## config.mk

```make
export PLATFORM = sky130hd
export DESIGN_NAME = strop_engine
export DESIGN_NICKNAME = d
export VERILOG_FILES = /design/src/rtl/strop_pkg.sv /design/src/rtl/strop_eval.sv /design/src/rtl/strop_memif.sv /design/src/rtl/strop_core.sv /design/src/rtl/strop_engine.sv
export SDC_FILE = /design/constraint.sdc
export NUM_CORES = 1
export LEC_CHECK = 0
export BUFFER_PORTS_ARGS = -buffer_cell sky130_fd_sc_hd__buf_2
export CAP_MARGIN = 20
export CORE_ASPECT_RATIO = 0.9
export CORE_MARGIN = 2
export CORE_UTILIZATION = 58
export DETAILED_ROUTE_END_ITERATION = 10
export PLACE_DENSITY = 0.83
export SYNTH_ARGS = -nofsm -noshare
export SYNTH_HDL_FRONTEND = slang
export SYNTH_HIERARCHICAL = 1
export SYNTH_SLANG_ARGS = --single-unit
```

## constraint.sdc

```tcl
create_clock -name clk -period 5.9 [get_ports clk]
set_input_delay 0.59 -clock clk [delete_from_list [all_inputs] [get_ports clk]]
set_output_delay 0.59 -clock clk [all_outputs]
set_load 0.03 [all_outputs]
```

## src/rtl/strop_pkg.sv

```systemverilog
// Shared types and helpers for the string operation engine.
// Assumes elements are at most 32 bits wide and memory is byte addressed.
package strop_pkg;

    localparam int ELEM_W = 32;

    typedef enum logic [2:0] {
        OP_CPY_FWD = 3'd0,
        OP_CPY_BWD = 3'd1,
        OP_CPY_NUL = 3'd2,
        OP_FILL    = 3'd3,
        OP_SCAN_EQ = 3'd4,
        OP_SCAN_NE = 3'd5,
        OP_CMP     = 3'd6,
        OP_NONE    = 3'd7
    } strop_op_e;

    typedef enum logic [2:0] {
        ST_IDLE   = 3'd0,
        ST_LOAD_A = 3'd1,
        ST_LOAD_B = 3'd2,
        ST_STORE  = 3'd3,
        ST_FINISH = 3'd4
    } strop_st_e;

    function automatic logic op_is_copy(strop_op_e op);
        return (op == OP_CPY_FWD) || (op == OP_CPY_BWD) || (op == OP_CPY_NUL);
    endfunction

    function automatic logic op_is_scan(strop_op_e op);
        return (op == OP_SCAN_EQ) || (op == OP_SCAN_NE);
    endfunction

    function automatic logic op_sets_flags(strop_op_e op);
        return op_is_scan(op) || (op == OP_CMP);
    endfunction

    // Effective size code: byte for copy/compare, clamped to 4 bytes otherwise.
    function automatic logic [1:0] eff_size(strop_op_e op, logic [1:0] sz);
        if (op_is_copy(op) || op == OP_CMP) return 2'd0;
        return (sz == 2'd3) ? 2'd2 : sz;
    endfunction

endpackage

```

## src/rtl/strop_eval.sv

```systemverilog
// Stop-condition and flag evaluator for one element step.
// Purely combinational; inputs are already masked to the element width.
module strop_eval
    import strop_pkg::*;
#(
    parameter int CW = 32
) (
    input  strop_op_e          op,
    input  logic [ELEM_W-1:0]  elem_a,
    input  logic [ELEM_W-1:0]  elem_b,
    input  logic [ELEM_W-1:0]  cmp_val,
    input  logic [CW-1:0]      cnt_next,
    output logic               stop_hit,
    output logic               c_val,
    output logic               z_val
);

    // Decide early stop and the flag values per operation.
    always_comb begin
        stop_hit = 1'b0;
        c_val    = 1'b0;
        z_val    = 1'b0;
        unique case (op)
            OP_CPY_NUL: stop_hit = (elem_a[7:0] == 8'h00);
            OP_SCAN_EQ: begin
                stop_hit = (elem_a == cmp_val);
                z_val    = ((elem_a - cmp_val) == '0);
                c_val    = (elem_a <= cmp_val);
            end
            OP_SCAN_NE: begin
                stop_hit = (elem_a != cmp_val);
                z_val    = (cnt_next == '0);
                c_val    = (elem_a <= cmp_val);
            end
            OP_CMP: begin
                stop_hit = (elem_a[7:0] != elem_b[7:0]) || (elem_a[7:0] == 8'h00);
                z_val    = ((elem_a[7:0] - elem_b[7:0]) == 8'h00);
                c_val    = (elem_a[7:0] >= elem_b[7:0]);
            end
            default: stop_hit = 1'b0;
        endcase
    end

endmodule

```

## src/rtl/strop_memif.sv

```systemverilog
// Memory port shaping: picks address, direction and width from the state,
// and masks read data to the element width lane by lane.
// Assumes AW >= 32 so the second register can carry a 32-bit fill value.
module strop_memif
    import strop_pkg::*;
#(
    parameter int AW = 32
) (
    input  strop_st_e          state,
    input  strop_op_e          op,
    input  logic [1:0]         esz,
    input  logic [AW-1:0]      r1,
    input  logic [AW-1:0]      r2,
    input  logic [ELEM_W-1:0]  dat_a,
    input  logic [ELEM_W-1:0]  mem_rdata,
    output logic               mem_req,
    output logic               mem_we,
    output logic [AW-1:0]      mem_addr,
    output logic [1:0]         mem_size,
    output logic [ELEM_W-1:0]  mem_wdata,
    output logic [ELEM_W-1:0]  rd_elem
);

    localparam int NLANE = ELEM_W / 8;

    // Drive request fields for the access the current state needs.
    always_comb begin
        mem_req   = 1'b0;
        mem_we    = 1'b0;
        mem_addr  = r1;
        mem_size  = esz;
        mem_wdata = (op == OP_FILL) ? r2[ELEM_W-1:0] : dat_a;
        unique case (state)
            ST_LOAD_A: begin
                mem_req  = 1'b1;
                mem_addr = op_is_copy(op) ? r2 : r1;
            end
            ST_LOAD_B: begin
                mem_req  = 1'b1;
                mem_addr = r2;
            end
            ST_STORE: begin
                mem_req  = 1'b1;
                mem_we   = 1'b1;
                mem_addr = r1;
            end
            default: mem_req = 1'b0;
        endcase
    end

    // Keep only the byte lanes covered by the element size.
    for (genvar k = 0; k < NLANE; k++) begin : g_lane
        assign rd_elem[8*k +: 8] = (k < (32'd1 << esz)) ? mem_rdata[8*k +: 8] : 8'h00;
    end

endmodule

```

## src/rtl/strop_core.sv

```systemverilog
// Sequencer and working registers of the string engine.
// Assumes one memory access per acknowledge; no faults or aborts.
module strop_core
    import strop_pkg::*;
#(
    parameter int AW = 32,
    parameter int CW = 32
) (
    input  logic               clk,
    input  logic               rst_n,
    input  logic               start,
    input  logic [2:0]         start_op,
    input  logic [1:0]         start_size,
    input  logic [AW-1:0]      r1_in,
    input  logic [AW-1:0]      r2_in,
    input  logic [CW-1:0]      r3_in,
    input  logic               mem_ack,
    input  logic [ELEM_W-1:0]  rd_elem,
    input  logic               stop_hit,
    input  logic               c_val,
    input  logic               z_val,
    output strop_st_e          state,
    output strop_op_e          op_q,
    output logic [1:0]         esz_q,
    output logic [AW-1:0]      r1_q,
    output logic [AW-1:0]      r2_q,
    output logic [CW-1:0]      r3_q,
    output logic [ELEM_W-1:0]  dat_a_q,
    output logic [ELEM_W-1:0]  eval_a,
    output logic [ELEM_W-1:0]  eval_b,
    output logic [CW-1:0]      cnt_next,
    output logic               flag_c,
    output logic               flag_z,
    output logic               busy,
    output logic               done
);

    strop_op_e     new_op;
    strop_st_e     nxt;
    logic          accept;
    logic          step_end;
    logic          finish;
    logic          adv_r2;
    logic [AW-1:0] step;
    logic [AW-1:0] r1_nxt;
    logic [AW-1:0] r2_nxt;

    // Launch decode and end-of-step detection.
    always_comb begin
        new_op   = strop_op_e'(start_op);
        accept   = (state == ST_IDLE) && start && (new_op != OP_NONE);
        step_end = mem_ack && (((state == ST_LOAD_A) && op_is_scan(op_q))
                               || (state == ST_LOAD_B) || (state == ST_STORE));
        cnt_next = r3_q - CW'(1);
        finish   = step_end && ((cnt_next == '0) || stop_hit);
        eval_a   = (state == ST_LOAD_A) ? rd_elem : dat_a_q;
        eval_b   = rd_elem;
        busy     = (state != ST_IDLE);
        done     = (state == ST_FINISH);
    end

    // Pointer arithmetic for the step in progress.
    always_comb begin
        step   = AW'(1) << esz_q;
        adv_r2 = op_is_copy(op_q) || (op_q == OP_CMP);
        r1_nxt = (op_q == OP_CPY_BWD) ? r1_q - AW'(1) : r1_q + step;
        r2_nxt = (op_q == OP_CPY_BWD) ? r2_q - AW'(1) : r2_q + step;
    end

    // Next-state selection.
    always_comb begin
        nxt = state;
        unique case (state)
            ST_IDLE: if (accept) begin
                if (r3_in == '0)           nxt = ST_FINISH;
                else if (new_op == OP_FILL) nxt = ST_STORE;
                else                        nxt = ST_LOAD_A;
            end
            ST_LOAD_A: if (mem_ack) begin
                if (op_is_scan(op_q))   nxt = finish ? ST_FINISH : ST_LOAD_A;
                else if (op_q == OP_CMP) nxt = ST_LOAD_B;
                else                     nxt = ST_STORE;
            end
            ST_LOAD_B: if (mem_ack) nxt = finish ? ST_FINISH : ST_LOAD_A;
            ST_STORE: if (mem_ack) begin
                if (finish)              nxt = ST_FINISH;
                else if (op_q == OP_FILL) nxt = ST_STORE;
                else                     nxt = ST_LOAD_A;
            end
            ST_FINISH: nxt = ST_IDLE;
            default:   nxt = ST_IDLE;
        endcase
    end

    // State register.
    always_ff @(posedge clk) begin
        if (!rst_n) state <= ST_IDLE;
        else        state <= nxt;
    end

    // Working registers, first-load latch and flags.
    always_ff @(posedge clk) begin
        if (!rst_n) begin
            op_q    <= OP_NONE;
            esz_q   <= 2'd0;
            r1_q    <= '0;
            r2_q    <= '0;
            r3_q    <= '0;
            dat_a_q <= '0;
            flag_c  <= 1'b0;
            flag_z  <= 1'b0;
        end else begin
            if (accept) begin
                op_q  <= new_op;
                esz_q <= eff_size(new_op, start_size);
                r1_q  <= r1_in;
                r2_q  <= r2_in;
                r3_q  <= r3_in;
            end
            if ((state == ST_LOAD_A) && mem_ack) dat_a_q <= rd_elem;
            if (step_end) begin
                r1_q <= r1_nxt;
                if (adv_r2) r2_q <= r2_nxt;
                r3_q <= cnt_next;
            end
            if (finish && op_sets_flags(op_q)) begin
                flag_c <= c_val;
                flag_z <= z_val;
            end
        end
    end

endmodule

```

## src/rtl/strop_engine.sv

```systemverilog
// Top of the block string operation engine: sequencer, memory port
// shaping and step evaluator. Assumes AW >= 32.
module strop_engine
    import strop_pkg::*;
#(
    parameter int AW = 32,
    parameter int CW = 32
) (
    input  logic           clk,
    input  logic           rst_n,
    input  logic           start,
    input  logic [2:0]     start_op,
    input  logic [1:0]     start_size,
    input  logic [AW-1:0]  r1_in,
    input  logic [AW-1:0]  r2_in,
    input  logic [CW-1:0]  r3_in,
    output logic           busy,
    output logic           done,
    output logic [AW-1:0]  r1_out,
    output logic [AW-1:0]  r2_out,
    output logic [CW-1:0]  r3_out,
    output logic           flag_c,
    output logic           flag_z,
    output logic           mem_req,
    output logic           mem_we,
    output logic [AW-1:0]  mem_addr,
    output logic [1:0]     mem_size,
    output logic [31:0]    mem_wdata,
    input  logic           mem_ack,
    input  logic [31:0]    mem_rdata
);

    strop_st_e          state;
    strop_op_e          op_q;
    logic [1:0]         esz_q;
    logic [ELEM_W-1:0]  dat_a_q;
    logic [ELEM_W-1:0]  eval_a;
    logic [ELEM_W-1:0]  eval_b;
    logic [ELEM_W-1:0]  rd_elem;
    logic [CW-1:0]      cnt_next;
    logic               stop_hit;
    logic               c_val;
    logic               z_val;

    strop_core #(.AW(AW), .CW(CW)) u_core (
        .clk(clk), .rst_n(rst_n), .start(start), .start_op(start_op),
        .start_size(start_size), .r1_in(r1_in), .r2_in(r2_in), .r3_in(r3_in),
        .mem_ack(mem_ack), .rd_elem(rd_elem), .stop_hit(stop_hit),
        .c_val(c_val), .z_val(z_val), .state(state), .op_q(op_q),
        .esz_q(esz_q), .r1_q(r1_out), .r2_q(r2_out), .r3_q(r3_out),
        .dat_a_q(dat_a_q), .eval_a(eval_a), .eval_b(eval_b),
        .cnt_next(cnt_next), .flag_c(flag_c), .flag_z(flag_z),
        .busy(busy), .done(done)
    );

    strop_memif #(.AW(AW)) u_memif (
        .state(state), .op(op_q), .esz(esz_q), .r1(r1_out), .r2(r2_out),
        .dat_a(dat_a_q), .mem_rdata(mem_rdata), .mem_req(mem_req),
        .mem_we(mem_we), .mem_addr(mem_addr), .mem_size(mem_size),
        .mem_wdata(mem_wdata), .rd_elem(rd_elem)
    );

    strop_eval #(.CW(CW)) u_eval (
        .op(op_q), .elem_a(eval_a), .elem_b(eval_b),
        .cmp_val(r2_out[ELEM_W-1:0]), .cnt_next(cnt_next),
        .stop_hit(stop_hit), .c_val(c_val), .z_val(z_val)
    );

endmodule

```

Word-level counts from Yosys, hierarchy flattened
Cells that the tools add are included.
{"block": "totals", "mem_count": 0, "mem_bits_rw": 0, "romBits": 0, "wordCells": 118, "input_bits": 137, "latchBits": 0, "ff_bits": 138}
{"block": "classes", "n_eq_ne": 23, "shift": 1, "reduce_logical": 32, "n_div": 0, "bitwise_logic": 0, "magnitude_cmp": 6, "multipliers": 0, "n_addsub": 7, "muxes": 40}
{"cell": "$mux W32", "count": 12}
{"cell": "$logic_not A32 Y1", "count": 3}
{"cell": "$sub A32 B1 Y32 const B", "count": 3}
{"cell": "$add A32 B32 Y32", "count": 2}
{"cell": "$lt A1 B32 Y1 const A", "count": 2}
{"cell": "$lt A2 B32 Y1 const A", "count": 2}
{"cell": "$pmux W32 S2", "count": 1}
{"cell": "$eq A32 B32 Y1", "count": 1}
{"cell": "$le A32 B32 Y1", "count": 1}
{"cell": "$mux W8", "count": 4}
{"cell": "$ne A32 B32 Y1", "count": 1}
{"cell": "$shl A1 B2 Y32 const A", "count": 1}
{"cell": "$sub A32 B32 Y32", "count": 1}
{"cell": "$mux W3", "count": 8}
{"cell": "$eq A3 B2 Y1 const B", "count": 6}
{"cell": "$logic_not A8 Y1", "count": 2}
{"cell": "$eq A3 B3 Y1 const B", "count": 5}
{"cell": "$logic_or A1 B1 Y1", "count": 12}
{"cell": "$pmux W3 S4", "count": 1}
{"cell": "$mux W2", "count": 5}
{"cell": "$eq A3 B1 Y1 const B", "count": 3}
{"cell": "$logic_not A3 Y1", "count": 3}
{"cell": "$ge A8 B8 Y1", "count": 1}
{"cell": "$ne A8 B8 Y1", "count": 1}
{"cell": "other kinds (15)", "count": 28}

Longest topological paths before layout
Gate-level depths: netlist of the first run.
{"block": "logic_depth", "depth_word": 13, "mapped_depth": 18, "depth_no_buf": 18}

Cells and area by module
The synthesis of the first run kept the hierarchy.
{"module": "strop_core", "area_each_um2": 10782.8, "seq_area_each_um2": 2762.6, "cells_each": 1431, "n_inst": 1}
{"module": "strop_eval", "area_each_um2": 2692.6, "seq_area_each_um2": 0.0, "cells_each": 418, "n_inst": 1}
{"module": "strop_memif", "area_each_um2": 2547.4, "seq_area_each_um2": 0.0, "cells_each": 312, "n_inst": 1}

Least setup slack after synthesis of the first run
Ideal clock, no wire load.
{"block": "synth_timing", "path_kind": "register to register", "startpoint": "reg u_core.esz_q[1]", "endpoint": "reg u_core.r2_q[31]", "slack_ns": 0.980, "path_stages_with_launch": 14, "required_ns": 5.768, "arrival_time_ns": 4.787, "path_cell_list": "dfxtp_1 or2_2 ha_1 inv_1 o21ai_0 ha_1 a31o_2 a2111oi_0 a21oi_1 a311oi_1 o21bai_1 a221oi_1 xnor2_1 a21oi_1"}
{"block": "synth_via", "elab_chain_len": 5}
{"item": "start, declared", "line": "strop_core.sv:24", "rtl": "output logic [1:0] esz_q,"}
{"item": "start signal, assigned", "line": "strop_core.sv:115", "rtl": "esz_q <= eff_size(new_op, start_size);"}
{"item": "$shl A1 B2 Y32", "line": "strop_core.sv:64", "rtl": "step = AW'(1) << esz_q;"}
{"item": "$add A32 B32 Y32", "line": "strop_core.sv:67", "rtl": "r2_nxt = (op_q == OP_CPY_BWD) ? r2_q - AW'(1) : r2_q + step;"}
{"item": "$mux W32", "line": "strop_core.sv:67"}
{"item": "$mux W32", "line": "strop_core.sv:123", "rtl": "if (adv_r2) r2_q <= r2_nxt;"}
{"item": "$mux W32", "line": "strop_core.sv:121", "rtl": "if (step_end) begin"}
{"item": "end signal, assigned", "line": "strop_core.sv:117", "rtl": "r2_q <= r2_in;"}
{"item": "end signal, assigned", "line": "strop_core.sv:123"}
{"item": "end, declared", "line": "strop_core.sv:26", "rtl": "output logic [AW-1:0] r2_q,"}
No other way between the ends.
A chain may end at the register's enable or synchronous reset.

Final worst setup path of the first run
{"block": "layout_timing", "startpoint": "reg u_core.state[2]", "endpoint": "reg u_core.flag_z"}
{"item": "start, declared", "line": "strop_core.sv:22", "rtl": "output strop_st_e state,"}
{"item": "start signal, assigned", "line": "strop_core.sv:98", "rtl": "else state <= nxt;"}
{"item": "$eq A3 B1 Y1 (*)", "line": "strop_core.sv:56", "rtl": "eval_a = (state == ST_LOAD_A) ? rd_elem : dat_a_q;"}
{"item": "$mux W32 (*)", "line": "strop_core.sv:56"}
{"item": "named net eval_a[0]", "line": "strop_engine.sv:37", "rtl": "logic [ELEM_W-1:0] eval_a;"}
{"item": "$sub A32 B32 Y32 / $sub A8 B8 Y8 (equally long branches)", "line": "strop_eval.sv:27, strop_eval.sv:37"}
{"item": "$logic_not A32 Y1 / $logic_not A8 Y1 (equally long branches)", "line": "strop_eval.sv:27, strop_eval.sv:37"}
{"item": "$pmux W1 S3 (*)", "line": "strop_eval.sv:23", "rtl": "unique case (op)"}
{"item": "named net z_val", "line": "strop_engine.sv:43", "rtl": "logic z_val;"}
{"item": "end signal, assigned", "line": "strop_core.sv:128", "rtl": "flag_z <= z_val;"}
{"item": "end, declared", "line": "strop_core.sv:33", "rtl": "output logic flag_z,"}
Mark *: on every way through the listed nets, which the timed path passes. The rest lies on a longest branch.

==> results of run 1 <==
==> critical path: cells and delay by family (launching register included) <==
kind,cells,cell delay (ns)
AOI/OAI and AO/OA,4,1.01
adders and majority gates,2,0.73
buffers and inverters,2,0.49
DFF,1,0.32
muxes,2,0.42
and+or+nand+nor,9,1.74
==> power by group <==
group          total [mW]  switching, mW  internal [mW]
clock network        1.24          0.489          0.752
logic                2.70           1.75          0.950
registers            1.24          0.215           1.03
total                5.18           2.45           2.73
==> final timing paths <==
check	end	slack [ns]
worst min register to register	u_core/dat_a_q[26]$_SDFFE_PN0P_	0.49
worst max register to register	u_core/flag_z$_SDFFE_PN0P_	1.12
worst max-delay path	u_core/flag_z$_SDFFE_PN0P_	1.12
worst min-delay path	u_core/r1_q[28]$_SDFFE_PN0P_	0.43
==> final cells by class <==
class,count,area share
inverter,87,0.0181
timing repair buffer,346,0.103
antenna,5,0.000692
tap,354,0.0245
clock inverter,14,0.0123
clock buffer,17,0.0235
multi-input combinational,1753,0.665
sequential,138,0.153
==> sequential cells by signal (all words and copies together) (netlist names) <==
name and cells:
u_core/dat_a_q 32, u_core/r1_q 32, u_core/r2_q 32, u_core/r3_q 32, u_core/op_q 3, u_core/state 3
u_core/esz_q 2, u_core/flag_c 1, u_core/flag_z 1
==> per-stage QoR <==
| step | total power, mW | setup slack [ns] |
|---|---|---|
| 6_report | 5.18 | 1.12 |
| 5_1_grt | 5.42 | 0.855 |
| 4_1_cts | 5.09 | 1.17 |
| 3_5_place_dp | 3.85 | 1.20 |
| 3_3_place_gp | 3.82 | 1.23 |
| 2_1_floorplan | 3.11 | 0.980 |
==> metal layers <==
layer / routed length (µm) / up-vias / global-route usage
met5: 0 / - / 0
met4: 2580 / 0 / 0.167
met3: 6360 / 178 / 0.0840
met2: 25800 / 1158 / 0.609
met1: 25300 / 8468 / 0.561
li1: - / 8231 / -
==> placed cells by master, fill, tap and decap left out, types with 13 or more instances in the layout <==
cell type / instances
mux2_1: 30
nand4_1: 24
nor3_1: 44
o21a_1: 25
xnor2_1: 51
a221oi_1: 13
nand3_2: 58
nand4b_1: 33
a21boi_0: 33
a31oi_1: 14
and2_1: 57
o211a_1: 43
o21ai_0: 77
xor2_1: 35
ha_1: 105
nand2_1: 344
dfxtp_1: 137
clkbuf_16: 17
nand2b_1: 25
nor2_1: 76
mux2_2: 37
nor4_1: 41
inv_1: 86
nor4bb_1: 30
a21oi_1: 127
and3_1: 25
nand3_1: 99
a311oi_1: 36
buf_4: 42
a21o_1: 28
buf_2: 303
nor2b_1: 42
==> impl_metrics.py, run 1 <==
metrics = {
    "floorplan": {
        "die_w_um": 178,
        "dieArea_um2": 28700,
        "coreArea_um2": 27000,
        "die_h_um": 161,
        "initial_core_util": 0.588,
        "num_rows": 57,
        "ioPinCount": 305,
    },
    "clocking": {
        "ctsResizeCount": 0,
        "clk_pin_slew_ns": 0.07,
        "cts_sinks": 138,
        "root_buffer": "clkbuf_16",
        "clk_latency_ns": 0.44,
        "cts-buffers-inserted": 17,
        "holdBufCountCts": 0,
        "cts_tree": "done",
        "postCtsSetupBuffers": 0,
        "cts_max_path_buffers": 2,
        "h-tree-depth": 4,
    },
    "drt": {
        "drc": 0,
        "vias": 18000,
        "drt-total-wl_um": 60100,
        "drtIter0Drc": 2292,
        "ant_nets": 0,
        "wl_per_cell_um": 22.1,
        "firstDrtPassIters": 6,
        "vias_per_cell": 6.65,
    },
    "synthesis": {
        "yosysWarnings": 6,
        "syn_area_per_cell_um2": 7.41,
        "syn_inst": 2137,
        "netlist_area_um2": 15800,
        "synth_nets": 2382,
    },
    "power": {
        "vdd_drop_max_mv": 0.266,
        "leakagePower_nw": 8.90,
        "p_per_area_nw_per_um2": 287,
    },
    "timing": {
        "hold_viol_final": 0,
        "whs_ns": 0.433,
        "max_freq_ghz": 0.209,
        "fin_setup_tns_ns": 0,
        "setup_violations": 0,
        "relSlewSlack": 0.261,
        "clock_skew_ns": 0.00981,
        "tightest_slew_ns": 1.11,
        "post-route-min-period_ns": 4.78,
        "maxSlewViolCount": 0,
        "rsz0062_at_grt": "false",
        "min_period_over_period": 0.809,
    },
    "critical_path": {
        "worstSetupPathType": "reg2reg",
        "required_ns": 6.27,
        "critPathMaxFanout": 35,
        "end_kind": "flop",
        "timing.critical_path.mode_cell": "nand4_1",
        "slowest_stage": "or4_1",
        "crit_start": "u_core/state[2]$_SDFFE_PN0P_",
        "reg2reg_depth": 19,
        "crit_chain": "nand2b_1 -> nor2_2 -> buf_4 -> mux2_2 -> inv_1 -> ha_1 -> fa_1 -> nand2_2 -> a211oi_2 -> o2111ai_1 -> or4_1 -> nor4_1 -> nand4_1 -> a2111o_1 -> nor4_2 -> nand4_1 -> o41ai_2 -> nand2_1 -> mux2i_1",
        "start_kind": "flop",
        "critPathArrivalTime_ns": 5.15,
        "r2r-start": "u_core/state[2]$_SDFFE_PN0P_",
        "cpPeakStageDelay_ns": 0.55,
    },
    "placed_design": {
        "numPortBuffers": 304,
        "place_area_um2": 17400,
        "place.gp.congestion": 0.948,
        "dp_cells": 2677,
        "dp_hpwl_um": 44200,
    },
    "worst_hold_path": {
        "hold_path_class": "in2reg",
        "hold_path_depth": 3,
        "min_from": "r1_in[28]",
    },
    "final_layout": {
        "area_growth_pct": 14.1,
        "final_nets": 2588,
        "register_area_um2": 2760,
        "fillers": 2407,
        "multi_input_area_um2": 12000,
        "design_area_um2": 18100,
        "layout.cells.non_filler": 2714,
        "drive_above_1_share": 0.222,
        "final_core_util": 0.671,
    },
    "global_route": {
        "grt_max_degree": 104,
        "grt_pass1_vias": 16300,
        "grt_pass1_wl_um": 91100,
        "grt_usage": 0.405,
        "grt-ovfl-total": 0,
        "antenna_found_initial": 3,
    },
    "run_status": {
        "status": "finished clean",
    },
    "job": {
        "max_cap_violations": 0,
    },
}
Power figures use the tool's default switching activity.
==> run 2: changes to the inputs <==
--- a/config.mk
+++ b/config.mk
@@ -9,9 +9,9 @@
 export CAP_MARGIN = 20
 export CORE_ASPECT_RATIO = 0.9
 export CORE_MARGIN = 2
-export CORE_UTILIZATION = 58
+export CORE_UTILIZATION = 52
 export DETAILED_ROUTE_END_ITERATION = 10
-export PLACE_DENSITY = 0.83
+export PLACE_DENSITY = 0.79
 export SYNTH_ARGS = -nofsm -noshare
 export SYNTH_HDL_FRONTEND = slang
 export SYNTH_HIERARCHICAL = 1
==> constraint.sdc (replaced) <==
create_clock -name clk -period 4.2 [get_ports clk]
set_input_delay 0.42 -clock clk [delete_from_list [all_inputs] [get_ports clk]]
set_output_delay 0.42 -clock clk [all_outputs]
set_load 0.03 [all_outputs]
==> run 2 against run 1 <==
Compared with the run above: the flow now finishes with violations (negative setup slack); clock power rose by 28%; global-route usage fell by 2.6 points; utilization fell by 2.7 points; die area rose by 11%; critical endpoint unchanged; largest power group unchanged; highest routed layer is now met5.
==> impl_metrics.py, run 2 (synthesis gave the netlist of run 1 again) <==
metrics = {
    "final_layout": {
        "final_core_util": 0.644,
        "final_nets": 2698,
        "final_common_cell": "nand2_1",
        "area_growth_pct": 21.7,
        "drive_above_1_share": 0.271,
        "design_area_um2": 19300,
        "final_cell_mix": "nand2_1, buf_2, buf_4, dfxtp_1, a21oi_1",
        "layout.cells.non_filler": 2871,
    },
    "global_route": {
        "use_met2": 0.570,
        "grt-ovfl-total": 0,
        "antenna_found_initial": 4,
        "grt_pass1_wl_um": 95600,
        "met3_usage": 0.0947,
        "busiest_layer": "met2",
        "grtUsageMet1": 0.520,
        "grt_max_degree": 104,
        "grt_pass1_vias": 16800,
        "grt_usage": 0.379,
    },
    "critical_path": {
        "critPathArrivalTime_ns": 4.62,
        "end_kind": "flop",
        "reg2reg_slack_ns": -0.04,
        "cpPeakStageDelay_ns": 0.56,
        "timing.critical_path.mode_cell": "nand4_1",
        "reg2reg_depth": 18,
        "cp_num_buf_inv": 1,
        "required_ns": 4.57,
        "r2r-start": "u_core/state[2]$_SDFFE_PN0P_",
        "worstSetupPathType": "reg2reg",
        "critPathMaxFanout": 4,
        "worstReg2RegEnd": "u_core/flag_z$_SDFFE_PN0P_",
        "crit_chain": "nand2b_4 -> nor2_4 -> mux2_4 -> inv_4 -> ha_4 -> fa_1 -> nand2_2 -> a211oi_2 -> o2111ai_1 -> or4_4 -> nor4_4 -> nand4_1 -> a2111o_1 -> nor4_2 -> nand4_1 -> o41ai_2 -> nand2_1 -> mux2i_1",
        "slowest_stage": "or4_4",
        "start_kind": "flop",
        "path_delay_family": "simple AND/OR/NAND/NOR gates",
    },
    "power": {
        "power_mw": 7.58,
        "netSwitchingFraction": 0.477,
        "p_int_mw": 3.96,
        "p_per_area_nw_per_um2": 393,
        "leakagePower_nw": 9.49,
        "vdd_drop_max_mv": 0.300,
        "combPwrFrac": 0.567,
        "power_frac_seq": 0.223,
        "power.switching_mw": 3.62,
        "pwr-share-clk": 0.209,
    },
    "floorplan": {
        "ioPinCount": 305,
        "num_rows": 60,
        "die_w_um": 188,
        "dieArea_um2": 31900,
        "initial_core_util": 0.529,
        "coreArea_um2": 30000,
        "die_h_um": 170,
    },
    "drt": {
        "drtIter0Drc": 2339,
        "drt-total-wl_um": 63900,
        "vias": 18600,
        "vias_per_cell": 6.47,
        "firstDrtPassIters": 5,
        "ant_nets": 0,
        "drc": 0,
        "wl_per_cell_um": 22.3,
    },
    "placed_design": {
        "dp_hpwl_um": 48200,
        "numPortBuffers": 304,
        "dp_cells": 2832,
        "pre_cts_ws_ns": -0.265,
        "place_area_um2": 18300,
        "place.gp.congestion": 1.00,
    },
    "timing": {
        "min_period_over_period": 1.01,
        "clock_skew_ns": 0.0103,
        "worst_slack_ns": -0.0447,
        "post-route-min-period_ns": 4.24,
        "fin_setup_tns_ns": -0.0447,
        "max_freq_ghz": 0.236,
        "relSlewSlack": 0.192,
        "rsz0062_at_grt": "true",
        "tightest_slew_ns": 1.21,
        "setup_violations": 1,
        "maxSlewViolCount": 0,
        "whs_ns": 0.253,
        "hold_viol_final": 0,
    },
    "worst_hold_path": {
        "min_from": "r3_in[0]",
        "hold_path_depth": 3,
        "hold_path_end": "u_core/r3_q[0]$_SDFFE_PN0P_",
        "hold_path_class": "in2reg",
    },
    "run_status": {
        "status": "finished, violations left",
        "violations": "negative setup slack",
    },
    "job": {
        "max_cap_violations": 0,
    },
    "clocking": {
        "cts_sinks": 138,
        "cts_max_path_buffers": 2,
        "clk_latency_ns": 0.44,
        "cts-buffers-inserted": 17,
        "clk_pin_slew_ns": 0.07,
        "root_buffer": "clkbuf_16",
        "cts_tree": "done",
        "h-tree-depth": 4,
    },
}
## run 2: worst max-delay path by stage
stage | startpoint | endpoint | slack (ns) | cells past startpoint
after floorplan | u_core/esz_q[1]$_SDFFE_PN0P_ | u_core/r2_q[31]$_SDFF_PN0_ | -0.05 | 13
after global placement | u_core/state[2]$_SDFFE_PN0P_ | u_core/flag_z$_SDFFE_PN0P_ | -0.15 | 18
after detailed placement | u_core/state[2]$_SDFFE_PN0P_ | u_core/flag_z$_SDFFE_PN0P_ | -0.27 | 18
after CTS | u_core/state[2]$_SDFFE_PN0P_ | u_core/flag_z$_SDFFE_PN0P_ | 0.02 | 19
after global routing | u_core/state[2]$_SDFFE_PN0P_ | u_core/flag_z$_SDFFE_PN0P_ | -0.22 | 18
final | u_core/state[2]$_SDFFE_PN0P_ | u_core/flag_z$_SDFFE_PN0P_ | -0.04 | 18
## run 2: power by group through the flow
stage | registers [mW] | logic (mW) | clock network [mW]
finish | 1.69 | 4.30 | 1.59
global route | 1.71 | 4.57 | 1.65
CTS | 1.68 | 4.10 | 1.60
detailed placement | 1.71 | 4.04 | 0
global placement | 1.70 | 4.02 | 0
floorplan | 1.86 | 2.50 | 0
## run 2: layout make-up
type                            count  area [µm²]
Sequential cell                   138        2770
Clock inverter                     13         145
Fill cell                        2662       10700
Multi-Input combinational cell   1753       12300
Antenna cell                        3        7.51
Tap cell                          403         504
Timing Repair Buffer              456        2780
Inverter                           87         329
Clock buffer                       18         439
## run 2: per-layer routing
| layer | wire (µm) | share of wire |
|---|---|---|
| met1 | 27100 | 0.42 |
| met3 | 7250 | 0.11 |
| met5 | 21 | 0.00033 |
| met2 | 27100 | 0.42 |
| met4 | 2340 | 0.037 |
## run 2: worst min-delay path, stage by stage
cell and delay (ns):
buf_2 0.09, a21oi_1 0.05, nor2b_1 0.09
## run 2: what timing repair did
action                                  4_1_cts  5_1_grt
pin swaps                                     5       17
hold buffers                                  0        0
cloned                                        0        0
buffers inserted                              0        3
hold endpoints to repair                      0        0
endpoints found under the setup margin        1       13
gates resized for setup                      17       39
==> run 3: changes to the inputs <==
--- a/config.mk
+++ b/config.mk
@@ -11,6 +11,7 @@
 export CORE_MARGIN = 2
 export CORE_UTILIZATION = 52
 export DETAILED_ROUTE_END_ITERATION = 10
+export GPL_TIMING_DRIVEN = 0
 export PLACE_DENSITY = 0.79
 export SYNTH_ARGS = -nofsm -noshare
 export SYNTH_HDL_FRONTEND = slang
==> run 3 against run 2 <==
Compared with the run above: the flow still finishes with violations (negative setup slack); worst hold slack improved by 0.0028 ns; maximum frequency barely moved; first-iteration DRC count rose by 1.2%; final area shrank 0.76%; clock power fell by 5%; clock skew about the same; register-to-register slack barely moved; die area unchanged; critical path type unchanged; largest cell class unchanged.
==> impl_metrics.py, run 3 (synthesis gave the netlist of run 1 again) <==
metrics = {
    "run_status": {
        "status": "finished, violations left",
        "violations": "negative setup slack",
    },
    "floorplan": {
        "coreArea_um2": 30000,
        "ioPinCount": 305,
        "num_rows": 60,
        "initial_core_util": 0.529,
        "die_w_um": 188,
        "dieArea_um2": 31900,
        "die_h_um": 170,
    },
    "timing": {
        "min_period_over_period": 1.01,
        "relSlewSlack": 0.270,
        "rsz0062_at_grt": "true",
        "max_freq_ghz": 0.236,
        "tightest_slew_ns": 1.09,
        "maxSlewViolCount": 0,
        "setup_violations": 1,
        "hold_viol_final": 0,
        "clock_skew_ns": 0.0102,
        "worst_slack_ns": -0.0422,
        "post-route-min-period_ns": 4.24,
    },
    "power": {
        "power.switching_mw": 3.67,
        "power_mw": 7.48,
        "combPwrFrac": 0.558,
        "vdd_drop_max_mv": 0.291,
        "leakagePower_nw": 9.21,
        "pwr-share-clk": 0.202,
        "p_int_mw": 3.81,
        "netSwitchingFraction": 0.491,
        "power_frac_seq": 0.241,
        "p_per_area_nw_per_um2": 391,
    },
    "drt": {
        "drt-total-wl_um": 68600,
        "drtIter0Drc": 2368,
        "firstDrtPassIters": 8,
        "ant_nets": 0,
        "wl_per_cell_um": 23.7,
        "drc": 0,
        "vias": 18900,
        "vias_per_cell": 6.55,
    },
    "final_layout": {
        "final_nets": 2723,
        "area_growth_pct": 20.8,
        "final_cell_mix": "nand2_1, buf_2, dfxtp_1, a21oi_1, clkbuf_1",
        "final_common_cell": "nand2_1",
        "final_core_util": 0.639,
        "drive_above_1_share": 0.244,
        "fillers": 2781,
    },
    "global_route": {
        "grt_max_degree": 17,
        "grtUsageMet1": 0.566,
        "grt_usage": 0.413,
        "use_met2": 0.640,
        "busiest_layer": "met2",
        "grt_pass1_vias": 17500,
        "met3_usage": 0.0798,
        "grt_pass1_wl_um": 102000,
        "antenna_found_initial": 2,
        "grt-ovfl-total": 0,
    },
    "placed_design": {
        "numPortBuffers": 296,
        "dp_hpwl_um": 52700,
        "place.gp.congestion": 0.987,
    },
    "clocking": {
        "cts_tree": "done",
        "cts_max_path_buffers": 2,
        "cts-buffers-inserted": 17,
        "root_buffer": "clkbuf_16",
        "cts_sinks": 138,
        "h-tree-depth": 4,
        "clk_pin_slew_ns": 0.07,
        "clk_latency_ns": 0.44,
        "holdBufCountCts": 0,
    },
    "job": {
        "max_cap_violations": 0,
    },
    "critical_path": {
        "worstSetupPathType": "reg2reg",
        "required_ns": 4.57,
        "start_kind": "flop",
        "critPathArrivalTime_ns": 4.61,
        "critPathMaxFanout": 10,
        "end_kind": "flop",
    },
    "worst_hold_path": {
        "hold_path_class": "in2reg",
    },
}
run 3: per-stage QoR:
| stage | setup slack [ns] | hold slack [ns] | TNS (ns) | area [µm²] | cells |
|---|---|---|---|---|---|
| finish | -0.0422 | 0.256 | -0.0422 | 19100 | 2895 |
| global route | -0.245 | 0.265 | -0.245 | 19100 | 2895 |
| CTS | -0.0897 | 0.241 | -0.0897 | 19000 | 2893 |
| detailed placement | -1.36 | 0.472 | -7.30 | 17900 | 2837 |
| global placement | -1.94 | 0.460 | -65.58 | 17800 | 2836 |
| floorplan | -0.0515 | 0.451 | -0.0515 | 15800 | 2137 |
run 3: cell type report:
cell class | count | area, µm² | share of cell area
antenna | 2 | 5.00 | 0.000262
buffer | 154 | 781 | 0.0408
inverter | 87 | 337 | 0.0176
tap | 403 | 504 | 0.0264
timing repair buffer | 327 | 1780 | 0.0933
multi-input combinational | 1753 | 12400 | 0.648
clock inverter | 12 | 101 | 0.00530
clock buffer | 19 | 453 | 0.0237
sequential | 138 | 2780 | 0.145
run 3: timing repair:
item	4_1_cts	5_1_grt
setup buffers	28	1
resized for setup	82	23
pin swaps	25	11
setup endpoints to repair	20	9
run 3: critical path: stages, from the launching register on:
cell and delay, ns:
dfxtp_4 0.34, nand2b_4 0.15, nor2_4 0.20, buf_6 0.15
buf_12 0.10, clkbuf_16 0.15, mux2_2 0.36, ha_4 0.30
nand2_1 0.11, nor4_2 0.31, a21oi_1 0.15, a21oi_1 0.22
nor2_1 0.06, mux2_2 0.27, a2111o_1 0.41, nor4_2 0.21
nand4_1 0.15, o41ai_2 0.31, nand2_1 0.09, mux2i_1 0.15
run 3: path summary, 6_finish.rpt:
| kind | to | slack [ns] | from | cells after the start |
|---|---|---|---|---|
| hold / removal | u_core/r1_q[28]$_SDFFE_PN0P_ | 0.26 | r1_in[28] | 3 |
| hold reg to reg | u_core/dat_a_q[2]$_SDFFE_PN0P_ | 0.48 | u_core/dat_a_q[2]$_SDFFE_PN0P_ | 2 |
| setup / recovery | u_core/flag_z$_SDFFE_PN0P_ | -0.04 | u_core/state[2]$_SDFFE_PN0P_ | 19 |
| setup reg to reg | u_core/flag_z$_SDFFE_PN0P_ | -0.04 | u_core/state[2]$_SDFFE_PN0P_ | 19 |
run 3: power groups by stage:
| stage | sequential [mW] | clock, mW | combinational [mW] |
|---|---|---|---|
| 5_1_grt | 1.80 | 1.58 | 4.44 |
| 3_3_place_gp | 1.81 | 0 | 3.73 |
| 2_1_floorplan | 1.86 | 0 | 2.50 |
| 6_report | 1.80 | 1.51 | 4.17 |
| 3_5_place_dp | 1.81 | 0 | 3.76 |
| 4_1_cts | 1.78 | 1.52 | 4.02 |
run 3: layer usage:
layer	vias up	part of all wire
met5	-	0
met4	0	0.038
met3	153	0.11
met2	1201	0.44
met1	9091	0.41
li1	8503	-
